===== config.mk =====
export PLATFORM = sky130hd
export DESIGN_NAME = spi_hold_ctrl
export DESIGN_NICKNAME = d
export VERILOG_FILES = /design/src/rtl/spi_hold_pkg.sv /design/src/rtl/spi_hold_edge.sv /design/src/rtl/spi_hold_fsm.sv /design/src/rtl/spi_hold_seq.sv /design/src/rtl/spi_hold_ctrl.sv
export SDC_FILE = /design/constraint.sdc
export NUM_CORES = 1
export LEC_CHECK = 0
export BUFFER_PORTS_ARGS = -buffer_cell sky130_fd_sc_hd__buf_2
export CAP_MARGIN = 20
export CELL_PAD_IN_SITES_DETAIL_PLACEMENT = 1
export CELL_PAD_IN_SITES_GLOBAL_PLACEMENT = 1
export CORE_MARGIN = 2
export CORE_UTILIZATION = 38
export CTS_CLUSTER_SIZE = 25
export DETAILED_ROUTE_END_ITERATION = 12
export PLACE_DENSITY_LB_ADDON = 0.1
export SETUP_SLACK_MARGIN = 0.2
export SYNTH_ARGS = -nofsm -noshare
export SYNTH_HDL_FRONTEND = slang
export SYNTH_SLANG_ARGS = --single-unit

===== constraint.sdc =====
create_clock -name clk -period 3.3 [get_ports clk]
set_input_delay 0.495 -clock clk [delete_from_list [all_inputs] [get_ports clk]]
set_output_delay 0.495 -clock clk [all_outputs]
set_load 0.05 [all_outputs]

===== src/rtl/spi_hold_pkg.sv =====
// Package: shared types for the serial hold gate.
// Assumes: nothing beyond IEEE 1800-2017.
package spi_hold_pkg;
    typedef enum logic {
        HS_RUN    = 1'b0,
        HS_PAUSED = 1'b1
    } hold_state_e;
endpackage


===== src/rtl/spi_hold_edge.sv =====
// Module: spi_hold_edge
// Detects rising and falling edges of a synchronized serial clock level.
// Assumes: sck is already synchronized to clk; reset level of sck is 0.
module spi_hold_edge (
    input  logic clk,
    input  logic rst_n,
    input  logic sck,
    output logic sck_rise,
    output logic sck_fall
);
    logic sck_prev;

    // Keep last sampled clock level, tracked even when deselected.
    always_ff @(posedge clk) begin
        if (!rst_n) sck_prev <= 1'b0;
        else        sck_prev <= sck;
    end

    // Raw edge strobes, one system cycle long.
    always_comb begin
        sck_rise = sck & ~sck_prev;
        sck_fall = ~sck & sck_prev;
    end
endmodule


===== src/rtl/spi_hold_fsm.sv =====
// Module: spi_hold_fsm
// Pause state: enters/leaves only when the pause level is seen with sck low.
// Assumes: synchronized inputs; select release overrides everything.
module spi_hold_fsm
    import spi_hold_pkg::*;
(
    input  logic clk,
    input  logic rst_n,
    input  logic cs_n,
    input  logic sck,
    input  logic hold_n,
    output logic hold_active
);
    hold_state_e state_q, state_d;

    // Next-state choice with deselect priority and sck-low qualification.
    always_comb begin
        state_d = state_q;
        if (cs_n) begin
            state_d = HS_RUN;
        end else if (!sck) begin
            if (state_q == HS_RUN && !hold_n)
                state_d = HS_PAUSED;
            else if (state_q == HS_PAUSED && hold_n)
                state_d = HS_RUN;
        end
    end

    // State register.
    always_ff @(posedge clk) begin
        if (!rst_n) state_q <= HS_RUN;
        else        state_q <= state_d;
    end

    assign hold_active = (state_q == HS_PAUSED);
endmodule


===== src/rtl/spi_hold_seq.sv =====
// Module: spi_hold_seq
// Bit and word position tracker advanced by a gated strobe.
// Assumes: adv is already gated by select and pause; clr has priority.
module spi_hold_seq #(
    parameter int BITS_PER_WORD = 8,
    parameter int WORD_CNT_W    = 8,
    localparam int IDX_W        = (BITS_PER_WORD > 1) ? $clog2(BITS_PER_WORD) : 1
) (
    input  logic                  clk,
    input  logic                  rst_n,
    input  logic                  clr,
    input  logic                  adv,
    output logic [IDX_W-1:0]      bit_idx,
    output logic [WORD_CNT_W-1:0] word_cnt
);
    localparam logic [IDX_W-1:0] LAST_IDX = IDX_W'(BITS_PER_WORD - 1);

    // Position counters: clear on deselect, step on each gated edge.
    always_ff @(posedge clk) begin
        if (!rst_n || clr) begin
            bit_idx  <= '0;
            word_cnt <= '0;
        end else if (adv) begin
            if (bit_idx == LAST_IDX) begin
                bit_idx  <= '0;
                word_cnt <= word_cnt + 1'b1;
            end else begin
                bit_idx  <= bit_idx + 1'b1;
            end
        end
    end
endmodule


===== src/rtl/spi_hold_ctrl.sv =====
// Module: spi_hold_ctrl (top)
// Gates serial-clock strobes and output enable under a pause request so a
// transaction can be suspended and resumed without losing its position.
// Assumes: cs_n, sck, hold_n are synchronized to clk; reset is synchronous.
module spi_hold_ctrl #(
    parameter int BITS_PER_WORD = 8,
    parameter int WORD_CNT_W    = 8,
    localparam int IDX_W        = (BITS_PER_WORD > 1) ? $clog2(BITS_PER_WORD) : 1
) (
    input  logic                  clk,
    input  logic                  rst_n,
    input  logic                  cs_n,
    input  logic                  sck,
    input  logic                  hold_n,
    input  logic                  so_oe_req,
    output logic                  hold_active,
    output logic                  so_oe,
    output logic                  sample_pulse,
    output logic                  drive_pulse,
    output logic [IDX_W-1:0]      bit_idx,
    output logic [WORD_CNT_W-1:0] word_cnt
);
    logic sck_rise, sck_fall, run_ok;

    spi_hold_edge u_edge (
        .clk      (clk),
        .rst_n    (rst_n),
        .sck      (sck),
        .sck_rise (sck_rise),
        .sck_fall (sck_fall)
    );

    spi_hold_fsm u_fsm (
        .clk         (clk),
        .rst_n       (rst_n),
        .cs_n        (cs_n),
        .sck         (sck),
        .hold_n      (hold_n),
        .hold_active (hold_active)
    );

    // Strobes and enable pass only when selected, running and out of reset.
    always_comb begin
        run_ok       = rst_n & ~cs_n & ~hold_active;
        sample_pulse = run_ok & sck_rise;
        drive_pulse  = run_ok & sck_fall;
        so_oe        = run_ok & so_oe_req;
    end

    spi_hold_seq #(
        .BITS_PER_WORD (BITS_PER_WORD),
        .WORD_CNT_W    (WORD_CNT_W)
    ) u_seq (
        .clk      (clk),
        .rst_n    (rst_n),
        .clr      (cs_n),
        .adv      (sample_pulse),
        .bit_idx  (bit_idx),
        .word_cnt (word_cnt)
    );
endmodule


==> results of run 1 <==
-- worst register-to-register path, stage by stage (launching register included) --
cell                        delay (ns)
sky130_fd_sc_hd__dfxtp_1          0.38
sky130_fd_sc_hd__ha_1             0.17
sky130_fd_sc_hd__ha_1             0.23
sky130_fd_sc_hd__nand4bb_1        0.22
sky130_fd_sc_hd__or4_1            0.51
sky130_fd_sc_hd__a21oi_1          0.14
-- registers in the layout, summed over array words and instances, names as in the netlist --
signal / count
u_edge.sck_prev: 1
u_fsm.hold_active: 1
u_seq.bit_idx: 3
u_seq.word_cnt: 8
-- path summary, 6_finish.rpt --
check                              endpoint                           start  slack [ns]  depth (start not counted)
min           u_seq.bit_idx[2]$_SDFFE_PP0P_   u_seq.bit_idx[2]$_SDFFE_PP0P_        0.48                          2
max                            sample_pulse  u_fsm.hold_active$_SDFFE_PP0P_        1.06                          3
min reg2reg   u_seq.bit_idx[2]$_SDFFE_PP0P_   u_seq.bit_idx[2]$_SDFFE_PP0P_        0.48                          2
max reg2reg  u_seq.word_cnt[5]$_SDFFE_PP0P_   u_seq.bit_idx[0]$_SDFFE_PP0P_        1.58                          5
-- report_power, final --
group | total, mW | switching, mW | internal [mW]
clock network | 0.100 | 0.0532 | 0.0468
registers | 0.160 | 0.00193 | 0.158
logic | 0.0295 | 0.0206 | 0.00891
total | 0.290 | 0.0757 | 0.214
-- cells by family (layout without fill, tap and decap cells) --
| logic type | Yosys count | count (layout) |
|---|---|---|
| AND/OR/NAND/NOR | 33 | 33 |
| multiplexers | 1 | 1 |
| AO/OA/AOI/OAI | 20 | 20 |
| buffers and inverters | 9 | 31 |
| adder cells (fa/ha/maj) | 4 | 4 |
| flip-flops | 13 | 13 |
-- cells in the mapped netlist --
library cell,count
sky130_fd_sc_hd__o41ai_1,1
sky130_fd_sc_hd__nand2_1,6
sky130_fd_sc_hd__nor3_1,2
sky130_fd_sc_hd__inv_1,7
sky130_fd_sc_hd__o21a_1,2
sky130_fd_sc_hd__mux2i_1,1
sky130_fd_sc_hd__nand3b_1,1
sky130_fd_sc_hd__clkbuf_1,1
sky130_fd_sc_hd__nand4bb_1,1
sky130_fd_sc_hd__nor2_1,2
sky130_fd_sc_hd__a21oi_1,8
sky130_fd_sc_hd__or4_1,4
sky130_fd_sc_hd__and3_1,1
sky130_fd_sc_hd__nand2b_1,1
sky130_fd_sc_hd__or3_1,2
sky130_fd_sc_hd__nand3_1,3
sky130_fd_sc_hd__nand4_1,1
sky130_fd_sc_hd__buf_6,1
sky130_fd_sc_hd__dfxtp_1,13
sky130_fd_sc_hd__ha_1,4
sky130_fd_sc_hd__o31ai_1,4
sky130_fd_sc_hd__nor4_1,1
sky130_fd_sc_hd__or2b_1,1
sky130_fd_sc_hd__o21ai_0,5
sky130_fd_sc_hd__nor2b_1,1
sky130_fd_sc_hd__and2_1,1
sky130_fd_sc_hd__nand4b_1,3
sky130_fd_sc_hd__nor4bb_1,1
sky130_fd_sc_hd__or3b_1,1
-- final cells by class --
type                            count  area (um2)
Clock buffer                        4        26.3
Fill cell                         223         878
Inverter                            7        26.3
Multi-Input combinational cell     58         385
Sequential cell                    13         260
Tap cell                           25        31.3
Timing Repair Buffer               20         100
-- layer usage --
metal  global-route usage (%)  part of all wire [%]  up-vias
met1                     25.5                    48      308
met2                     27.5                    46       16
met5                        0                     0        -
li1                         -                     -      342
met3                     3.53                   4.7        2
met4                     10.3                  0.84        0
-- through the flow --
step | total power, mW | instance area (um2)
2_1_floorplan | 0.184 | 687
3_3_place_gp | 0.192 | 803
3_5_place_dp | 0.194 | 803
4_1_cts | 0.296 | 830
5_1_grt | 0.305 | 830
6_report | 0.290 | 830
-- cells in the final DEF, fill, tap and decap left out, drive strengths merged --
cell type	instances
buf	20
or3b	1
nand4	1
o31ai	4
nand3b	1
nand3	3
o41ai	1
nand4bb	1
nor4bb	1
mux2i	1
or3	2
nor3	2
o21a	2
o21ai	5
nand2	6
nor2	2
ha	4
nand2b	1
a21oi	8
and2	1
nor2b	1
dfxtp	13
inv	7
or4	4
and3	1
clkbuf	4
nand4b	3
nor4	1
or2b	1
==> results.md, run 1 <==
- Result of the run: complete, no violations
- Number of nets with antenna violations after routing: 0
- Final total negative setup slack: 0 ns
- Number of top-level pins: 21
- H-tree levels: 1
- Slowest stage cell, crit path: sky130_fd_sc_hd__nor4bb_1
- Synthesized instance count: 80
- Proportion of netlist area held by the largest area contributor: 37.9%
- Worst-case setup margin in the final layout: 1.06 ns
- Ratio of cells with drive above 1 in the final layout: 22.5%
- Ratio of total power to cell area: 349 nW/um2
- Startpoint types: register
- Die Span Y: 46.5 um
- Critical setup path kind: reg -> out
- First-pass GRT wire length: 2790 um
- RSZ-0062 raised after global routing: no
- # port buffers: 20
- Avg WL per Cell: 13.1 um
- X dimension of the die: 46.5 um
- GRT Resource Usage Total: 18.7%
- Bufs and invs on worst path: 1
- Crit path capture type: primary output
- Family of cells with the greatest summed delay on the critical path: simple AND/OR/NAND/NOR gates
- Largest stage delay on the critical path: 0.58 ns
- Area growth from synthesis to final layout: 20.8%
- Fin Clk Skew: 0.00333 ns
- Setup violations, final: 0
- Complex-gate fraction of the synthesized area: 17.3%
- Cell chosen for the clock root: sky130_fd_sc_hd__clkbuf_4
- Worst hold slack across all endpoints: 0.481 ns
- CTS buffer count: 3
- Classification of the worst-slack hold path: reg -> reg
- Dpl ws: 1.14 ns
- Buffers inserted by post-CTS timing repair: 0
- Detail-routed via count per cell: 5.26
- Pre-Repair DR Iteration Count: 4
- Total number of yosys warnings: 0
- Number of endpoints with negative hold slack in the final report: 0
- Hold-fix buffers, CTS: 0
- Number of distinct library cells after synthesis: 29
- Clock latency at the later pin of the worst-skew pair: 0.27 ns
- Routability-driven placement congestion ratio: 0.735
- Number of global-route vias before repair: 590
- Final std cells w/o fill: 127
- CTS clk-pin slew, worst paths: 0.08 ns
- Remaining global-route overflow: 0
- Synth Area in Simple Gates: 30.1%
- Multiplexer area fraction after synthesis: 1.46%
- Cell Rows: 15
- Total nets after synthesis: 90
- Detailed Route Iter0 Violations: 6
- Routed Wire Length: 1670 um
- Max FO, Critical Path: 7
- Core region area: 1710 um2
- Adder and majority cell fraction of the synthesized area: 7.29%
- Total number of nets in the final design: 113
- Initial antenna violation count: 0
- Final cell utilization of the core: 48.6%
- Dominant cell type by area after synthesis: sky130_fd_sc_hd__dfxtp_1
- Register area share after synthesis: 37.9%
- Leading post-synthesis cells by cell area: sky130_fd_sc_hd__dfxtp_1 (38%), sky130_fd_sc_hd__ha_1 (7.3%), sky130_fd_sc_hd__a21oi_1 (5.8%), sky130_fd_sc_hd__o31ai_1 (4.4%), sky130_fd_sc_hd__or4_1 (4.4%)
- # diodes: 0
- DRC errors left: 0
- Worst VDD drop: 131 uV
- CTS resizes: 0
- HPWL after DPL: 1260 um
- TritonCTS clock tree: built
- Time the final worst path needs with I/O delays and setup: 2.24 ns
- Worst path cell trace: nor4bb_1, and2_1, buf_2
- Part of the cycle the worst path needs: 67.9%
- Mapped cell area: 687 um2
- # Max-Cap Violations: 0
- Max Buffers Root-to-Sink: 2
- Leakage: 0.340 nW
- Critical Path RT: 2.80 ns
- Vias after detailed routing: 668
- Combinational family with the most area after synthesis: simple AND/OR/NAND/NOR gates
- Crit path DAT: 1.74 ns
- Top achievable clock speed: 447 MHz
- Slew at the pin with the worst max-slew slack: 0.602 ns
- Average cell area after synthesis: 8.59 um2
- Instance count after placement with tap cells included: 123
- Worst max-slew margin expressed relative to the limit: 59.3%
- Xor/xnor share of the synthesized area: 0%
- Initial cell density of the core: 40.2%
- TritonCTS sink count: 13
- Full die area: 2160 um2
- Synthesis-stage register bit count: 13
- Number of max-slew violations in the final report: 0
- Pin count of the biggest net entering global routing: 12
Power figures use the tool's default switching activity.
==> run 2: changes to the inputs <==
- ABC_AREA: unset -> 1
- CORE_UTILIZATION: 38 -> 33
- clock period: 3.3 -> 2.32 ns (I/O delays scaled with it)
==> results.md, run 2 <==
- Result of the run: complete, no violations
- Worst path cell trace: inv_2, nand3_2, nor2_4, buf_2
- CTS clk-pin slew, worst paths: 0.09 ns (about the same)
- Synthesis-stage register bit count: 13 (unchanged)
- Cell Rows: 16 (+1)
- Power after layout: 0.412 mW (+42%)
- Number of distinct library cells after synthesis: 16 (-45%)
- Routed Wire Length: 1490 um (-11%)
- Full die area: 2400 um2 (+11%)
- Avg WL per Cell: 10.3 um (-22%)
- Cell chosen for the clock root: sky130_fd_sc_hd__clkbuf_4
- Final total negative setup slack: 0 ns (unchanged)
- Mapped cell area: 669 um2 (-2.6%)
- TritonCTS clock tree: built
- CTS buffer count: 3 (unchanged)
- Vias after detailed routing: 660 (-1.2%)
- Leakage: 0.397 nW (+17%)
- Slew at the pin with the worst max-slew slack: 0.378 ns (-0.224 ns)
- Commonest cells in the netlist: sky130_fd_sc_hd__nand2_1 (27), sky130_fd_sc_hd__dfxtp_1 (13), sky130_fd_sc_hd__inv_1 (10)
- Number of synthesized flops with an enable pin: 0 (unchanged)
- TritonCTS sink count: 13 (unchanged)
- Critical Path RT: 1.97 ns (-0.83 ns)
- Slowest stage cell, crit path: sky130_fd_sc_hd__dfxtp_1
- Classification of the worst-slack hold path: in -> reg
- # Max-Cap Violations: 0 (unchanged)
- Detail-routed via count per cell: 4.55 (-13%)
- Synthesized instance count: 94 (+18%)
- Register bank with the most flops: u_seq.word_cnt
- Detailed Route Iter0 Violations: 5 (-1)
- Family of cells with the greatest summed delay on the critical path: buffers and inverters
- Worst max-slew margin expressed relative to the limit: 74.8% (+15 points)
- Pin count of the biggest net entering global routing: 11 (-1)
- Register area share after synthesis: 38.9% (+0.99 points)
- Total number of yosys warnings: 0 (unchanged)
- Number of endpoints with negative hold slack in the final report: 0 (unchanged)
- Core region area: 1940 um2 (+14%)
- CTS resizes: 0 (unchanged)
- X dimension of the die: 49.0 um (+5.4%)
- Routability-driven placement congestion ratio: 0.754 (+2.7%)
- Max Buffers Root-to-Sink: 2 (unchanged)
- Ratio of cells with drive above 1 in the final layout: 26.3% (+3.7 points)
- Buffers inserted by post-CTS timing repair: 0 (unchanged)
- Highest-count cells in the layout ignoring fill and taps: sky130_fd_sc_hd__nand2_1 (27), sky130_fd_sc_hd__buf_2 (20), sky130_fd_sc_hd__dfxtp_1 (13), sky130_fd_sc_hd__inv_1 (10)
- Routing usage on met2: 22.4% (-5.1 points)
- Remaining global-route overflow: 0 (unchanged)
- # port buffers: 20 (unchanged)
- # diodes: 0 (unchanged)
- DRC errors left: 0 (unchanged)
- GRT Resource Usage Total: 13.3% (-5.4 points)
- Startpoint types: register
- Number of nets with antenna violations after routing: 0 (unchanged)
- Bufs and invs on worst path: 2 (+1)
- Number of global-route vias before repair: 612 (+3.7%)
- Number of top-level pins: 21 (unchanged)
- Crit path capture type: primary output
- Max FO, Critical Path: 9 (+2)
- Busiest grt layer: met2
- Initial cell density of the core: 34.5% (-5.7 points)
- Most instantiated library cell after synthesis: sky130_fd_sc_hd__nand2_1
- Fin Clk Skew: 0.00289 ns (-0.000436 ns)
- Cell area after placement: 808 um2 (+0.62%)
- Time the final worst path needs with I/O delays and setup: 1.70 ns
- Setup violations, final: 0 (unchanged)
- Initial antenna violation count: 0 (unchanged)
- H-tree levels: 1 (unchanged)
- Global-route met1 utilization: 15.7% (-9.8 points)
- Leading post-synthesis cells by cell area: sky130_fd_sc_hd__dfxtp_1 (39%), sky130_fd_sc_hd__nand2_1 (15%), sky130_fd_sc_hd__ha_1 (7.5%), sky130_fd_sc_hd__nand3_1 (6.7%), sky130_fd_sc_hd__a21oi_1 (6.0%)
- Top achievable clock speed: 588 MHz
- Clock latency at the later pin of the worst-skew pair: 0.28 ns (about the same)
- Crit path DAT: 1.35 ns (-0.39 ns)
- Proportion of netlist area held by the largest area contributor: 38.9% (+0.99 points)
- Die Span Y: 49.0 um (+5.4%)
- Leading cell type in the layout, fill and taps excluded: sky130_fd_sc_hd__nand2_1
- RSZ-0062 raised after global routing: no
- Ratio of total power to cell area: 494 nW/um2 (+41%)
- Hold-fix buffers, CTS: 0 (unchanged)
- Worst VDD drop: 306 uV (+130%)
- First-pass GRT wire length: 2470 um (-12%)
- Share of flip-flops with an asynchronous set or reset: 0% (unchanged)
- Average cell area after synthesis: 7.12 um2 (-17%)
- Total number of nets in the final design: 129 (+14%)
- Dominant cell type by area after synthesis: sky130_fd_sc_hd__dfxtp_1
- Part of the cycle the worst path needs: 73.3%
- Pre-Repair DR Iteration Count: 2 (-2)
- Area growth from synthesis to final layout: 24.7%
- HPWL after DPL: 1160 um (-7.9%)
- Max FFs per register: 8 (unchanged)
- Number of max-slew violations in the final report: 0 (unchanged)
- Total nets after synthesis: 104 (+16%)
- Largest stage delay on the critical path: 0.33 ns (-0.25 ns)
- Critical setup path kind: reg -> out
- Top flip-flop cell by instance count after synthesis: sky130_fd_sc_hd__dfxtp_1
- Regs by FF count: u_seq.word_cnt (8), u_seq.bit_idx (3)
- Met3 Track Usage GR: 3.99% (+0.46 points)
- Post-route standard cell area excluding fillers: 835 um2 (+0.60%)
run 2: changes by cell type after synthesis, moves of 4 or more:
| cell | previous run | this run |
|---|---|---|
| sky130_fd_sc_hd__nand2_1 | 6 | 27 |
| sky130_fd_sc_hd__or4_1 | 4 | 0 |
| sky130_fd_sc_hd__o31ai_1 | 4 | 0 |
| sky130_fd_sc_hd__nor2_1 | 2 | 9 |
| sky130_fd_sc_hd__nand3_1 | 3 | 9 |
run 2: per-layer routing:
layer / vias up / routed length, um
met4: 0 / 10
met1: 299 / 706
met3: 2 / 70
met2: 14 / 702
li1: 345 / -
met5: - / 0
run 2: power by group:
group | switching, mW | internal [mW] | leakage, nW
sequential | 0.00133 | 0.225 | 0.105
clock | 0.0782 | 0.0666 | 0.0150
combinational | 0.0297 | 0.0109 | 0.277
total | 0.109 | 0.303 | 0.397
run 2: worst paths after layout:
path | from | cells past startpoint | end | slack (ns)
min | rst_n | 3 | u_edge.sck_prev$_SDFF_PN0_ | 0.29
max reg2reg | u_seq.bit_idx[0]$_SDFFE_PP0P_ | 7 | u_seq.word_cnt[7]$_SDFFE_PP0P_ | 0.73
max | u_fsm.hold_active$_SDFFE_PP0P_ | 4 | sample_pulse | 0.62
min reg2reg | u_seq.bit_idx[1]$_SDFFE_PP0P_ | 2 | u_seq.bit_idx[1]$_SDFFE_PP0P_ | 0.49
run 2: cell families (layout without fill, tap and decap cells):
logic type | after synthesis | in the layout | synth area share, %
buf+inv | 13 | 37 | 7.29
simple gates | 51 | 51 | 35.0
flops | 13 | 13 | 38.9
fa+ha+maj | 4 | 4 | 7.48
xor+xnor | 3 | 3 | 3.93
compound gates | 10 | 10 | 7.48
run 2: tightest hold or removal path: cells and delay by family:
family / cells / cell delay, ns
buf+inv: 2 / 0.14
simple gates: 1 / 0.05
run 2: through the flow:
step / setup WS [ns] / cells / hold slack [ns] / utilization, %
CTS: 0.610 / 145 / 0.288 / 43.0
finish: 0.619 / 145 / 0.291 / 43.0
global route: 0.525 / 145 / 0.317 / 43.0
global placement: 0.799 / 141 / 0.482 / 41.6
detailed placement: 0.731 / 141 / 0.482 / 41.6
floorplan: 0.545 / 94 / 0.441 / -
run 2: area by class of cell:
cell class	instances	area, um2
Timing Repair Buffer	20	100
Clock buffer	4	26.3
Multi-Input combinational cell	68	365
Sequential cell	13	260
Tap cell	27	33.8
Fill cell	280	1110
Inverter	13	48.8
==> run 3: changes to the inputs <==
- CORE_UTILIZATION: 33 -> 30
- clock period: 2.32 -> 1.56 ns (I/O delays scaled with it)
==> results.md, run 3 (synthesis results as in run 2) <==
- Slew at the pin with the worst max-slew slack: 0.260 ns (-0.117 ns)
- Worst path cell trace: inv_4, nand3_4, nor3_4, buf_6
- Instance count after placement with tap cells included: 143 (+1.4%)
- TritonCTS clock tree: built
- Pre-Repair DR Iteration Count: 1 (-1)
- Remaining global-route overflow: 0 (unchanged)
- Dpl ws: 0.181 ns (-0.550 ns)
- Full die area: 2630 um2 (+9.2%)
- Number of top-level pins: 21 (unchanged)
- Detail-routed via count per cell: 4.46 (-2.1%)
- Initial cell density of the core: 30.9% (-3.6 points)
- Max FO, Critical Path: 4 (-5)
- HPWL after DPL: 1250 um (+7.8%)
- Number of endpoints with negative hold slack in the final report: 0 (unchanged)
- CTS buffer count: 3 (unchanged)
- Detailed Route Iter0 Violations: 0 (-5)
- Cell area after placement: 881 um2 (+9.0%)
- Largest stage delay on the critical path: 0.36 ns (+0.03 ns)
- Slowest stage cell, crit path: sky130_fd_sc_hd__dfxtp_4
- # diodes: 0 (unchanged)
- Avg WL per Cell: 11.1 um (+7.8%)
- Fin Clk Skew: 0.00692 ns (+0.00403 ns)
- Critical setup path kind: reg -> out
- Cell chosen for the clock root: sky130_fd_sc_hd__clkbuf_4
- Crit path DAT: 1.12 ns (-0.23 ns)
- Pin count of the biggest net entering global routing: 10 (-1)
- TritonCTS sink count: 13 (unchanged)
- Max Buffers Root-to-Sink: 2 (unchanged)
- Total number of nets in the final design: 136 (+5.4%)
- Final cell utilization of the core: 45.3% (+2.4 points)
- First-pass GRT wire length: 2820 um (+14%)
- Ratio of cells with drive above 1 in the final layout: 40.0% (+14 points)
- Worst-case reg-to-reg path depth: 7 (unchanged)
- Die Span Y: 51.2 um (+4.5%)
- Result of the run: complete, no violations
- Part of the cycle the worst path needs: 86.6%
- End point of the most critical hold path: u_edge.sck_prev$_SDFF_PN0_
- Classification of the worst-slack hold path: in -> reg
- Worst VDD drop: 273 uV (-11%)
- Filler Cell Count: 285 (+1.8%)
- Register bank with the most flops: u_seq.word_cnt
- Initial antenna violation count: 0 (unchanged)
- Leading cell type in the layout, fill and taps excluded: sky130_fd_sc_hd__nand2_1
- Worst max-slew margin expressed relative to the limit: 82.8% (+8.0 points)
- Startpoint types: register
- CTS clk-pin slew, worst paths: 0.09 ns (about the same)
- Area growth from synthesis to final layout: 46.9%
- Vias after detailed routing: 682 (+3.3%)
- GRT Resource Usage Total: 14.8% (+1.4 points)
- X dimension of the die: 51.2 um (+4.5%)
- Reg-to-Reg Start: u_seq.bit_idx[1]$_SDFFE_PP0P_
- Critical Path RT: 1.33 ns (-0.64 ns)
- Worst-case setup margin in the final layout: 0.208 ns (-0.411 ns)
- Time the final worst path needs with I/O delays and setup: 1.35 ns
- Number of global-route vias before repair: 652 (+6.5%)
- Number of max-slew violations in the final report: 0 (unchanged)
- Highest-count cells in the layout ignoring fill and taps: sky130_fd_sc_hd__nand2_1 (26), sky130_fd_sc_hd__buf_2 (17), sky130_fd_sc_hd__inv_1 (10), sky130_fd_sc_hd__nand3_1 (8), sky130_fd_sc_hd__nor2_1 (8)
- Leakage: 0.441 nW (+11%)
- Post-route standard cell area excluding fillers: 983 um2 (+18%)
- Final total negative setup slack: 0 ns (unchanged)
- Top achievable clock speed: 740 MHz
- Setup violations, final: 0 (unchanged)
- Number of nets with antenna violations after routing: 0 (unchanged)
- # port buffers: 20 (unchanged)
- Hold-fix buffers, CTS: 0 (unchanged)
- # Max-Cap Violations: 0 (unchanged)
- Regs by FF count: u_seq.word_cnt (8), u_seq.bit_idx (3)
- Clock latency at the later pin of the worst-skew pair: 0.28 ns (about the same)
- Hold_sp: rst_n
- DRC errors left: 0 (unchanged)
- H-tree levels: 1 (unchanged)
- Hold depth: 3 (unchanged)
- Cell Rows: 17 (+1)
- RSZ-0062 raised after global routing: yes
- Endpoint of the lowest-slack register-to-register path: u_seq.word_cnt[3]$_SDFFE_PP0P_
- Ratio of total power to cell area: 635 nW/um2 (+29%)
- Max FFs per register: 8 (unchanged)
- Final std cells w/o fill: 153 (+5.5%)
- Routed Wire Length: 1690 um (+14%)
- Setup slack, reg-to-reg: 0.28 ns (-0.45 ns)
- Crit path capture type: primary output
- Core region area: 2170 um2 (+12%)
- Routability-driven placement congestion ratio: 0.707 (-6.3%)
-- run 3: how the worst max path moves through the flow --
stage                                    from                              to  slack, ns  cells past startpoint
2_1_floorplan   u_seq.bit_idx[1]$_SDFFE_PP0P_  u_seq.word_cnt[5]$_SDFFE_PP0P_       0.18                      7
5_1_grt        u_fsm.hold_active$_SDFFE_PP0P_                     drive_pulse       0.12                      4
3_5_place_dp    u_seq.bit_idx[1]$_SDFFE_PP0P_  u_seq.word_cnt[3]$_SDFFE_PP0P_       0.18                      6
6_report       u_fsm.hold_active$_SDFFE_PP0P_                     drive_pulse       0.21                      4
3_3_place_gp    u_seq.bit_idx[1]$_SDFFE_PP0P_  u_seq.word_cnt[6]$_SDFFE_PP0P_       0.21                      7
4_1_cts        u_fsm.hold_active$_SDFFE_PP0P_                     drive_pulse       0.18                      4
-- run 3: cell type report --
cell class | count | area [um2] | share of cell area (%)
multi-input cells | 68 | 418 | 42.5
inverters | 13 | 53.8 | 5.47
repair buffers | 27 | 175 | 17.8
clock buffers | 4 | 26.3 | 2.67
well taps | 28 | 35.0 | 3.56
flip-flops and latches | 13 | 275 | 28.0
-- run 3: power by group --
group	internal, mW	switching (mW)	total [mW]
clock network	0.0991	0.118	0.217
registers	0.331	0.00285	0.334
logic	0.0246	0.0491	0.0737
-- run 3: routing by layer --
metal	global-route usage (%)	up-vias	share of wire, %
met4	7.89	0	0.95
met2	24.5	11	51
met1	17.5	308	45
met3	3.51	2	2.7
li1	-	361	-
met5	0	-	0
-- run 3: timing repair --
action	CTS	global route
pin swaps	3	3
resized for setup	6	3
setup endpoints to repair	9	8
setup buffers	4	2
hold endpoints to repair	0	0
-- run 3: worst max-delay path: cells and delay by family, from the launching register on --
family	cells	cell delay (ns)
DFF	1	0.36
and+or+nand+nor	2	0.25
buffers and inverters	2	0.24
-- run 3: per-stage QoR --
stage / total power, mW / hold slack, ns
2_1_floorplan: 0.388 / 0.327
3_5_place_dp: 0.411 / 0.484
6_report: 0.625 / 0.195
5_1_grt: 0.673 / 0.214
3_3_place_gp: 0.409 / 0.476
4_1_cts: 0.641 / 0.188
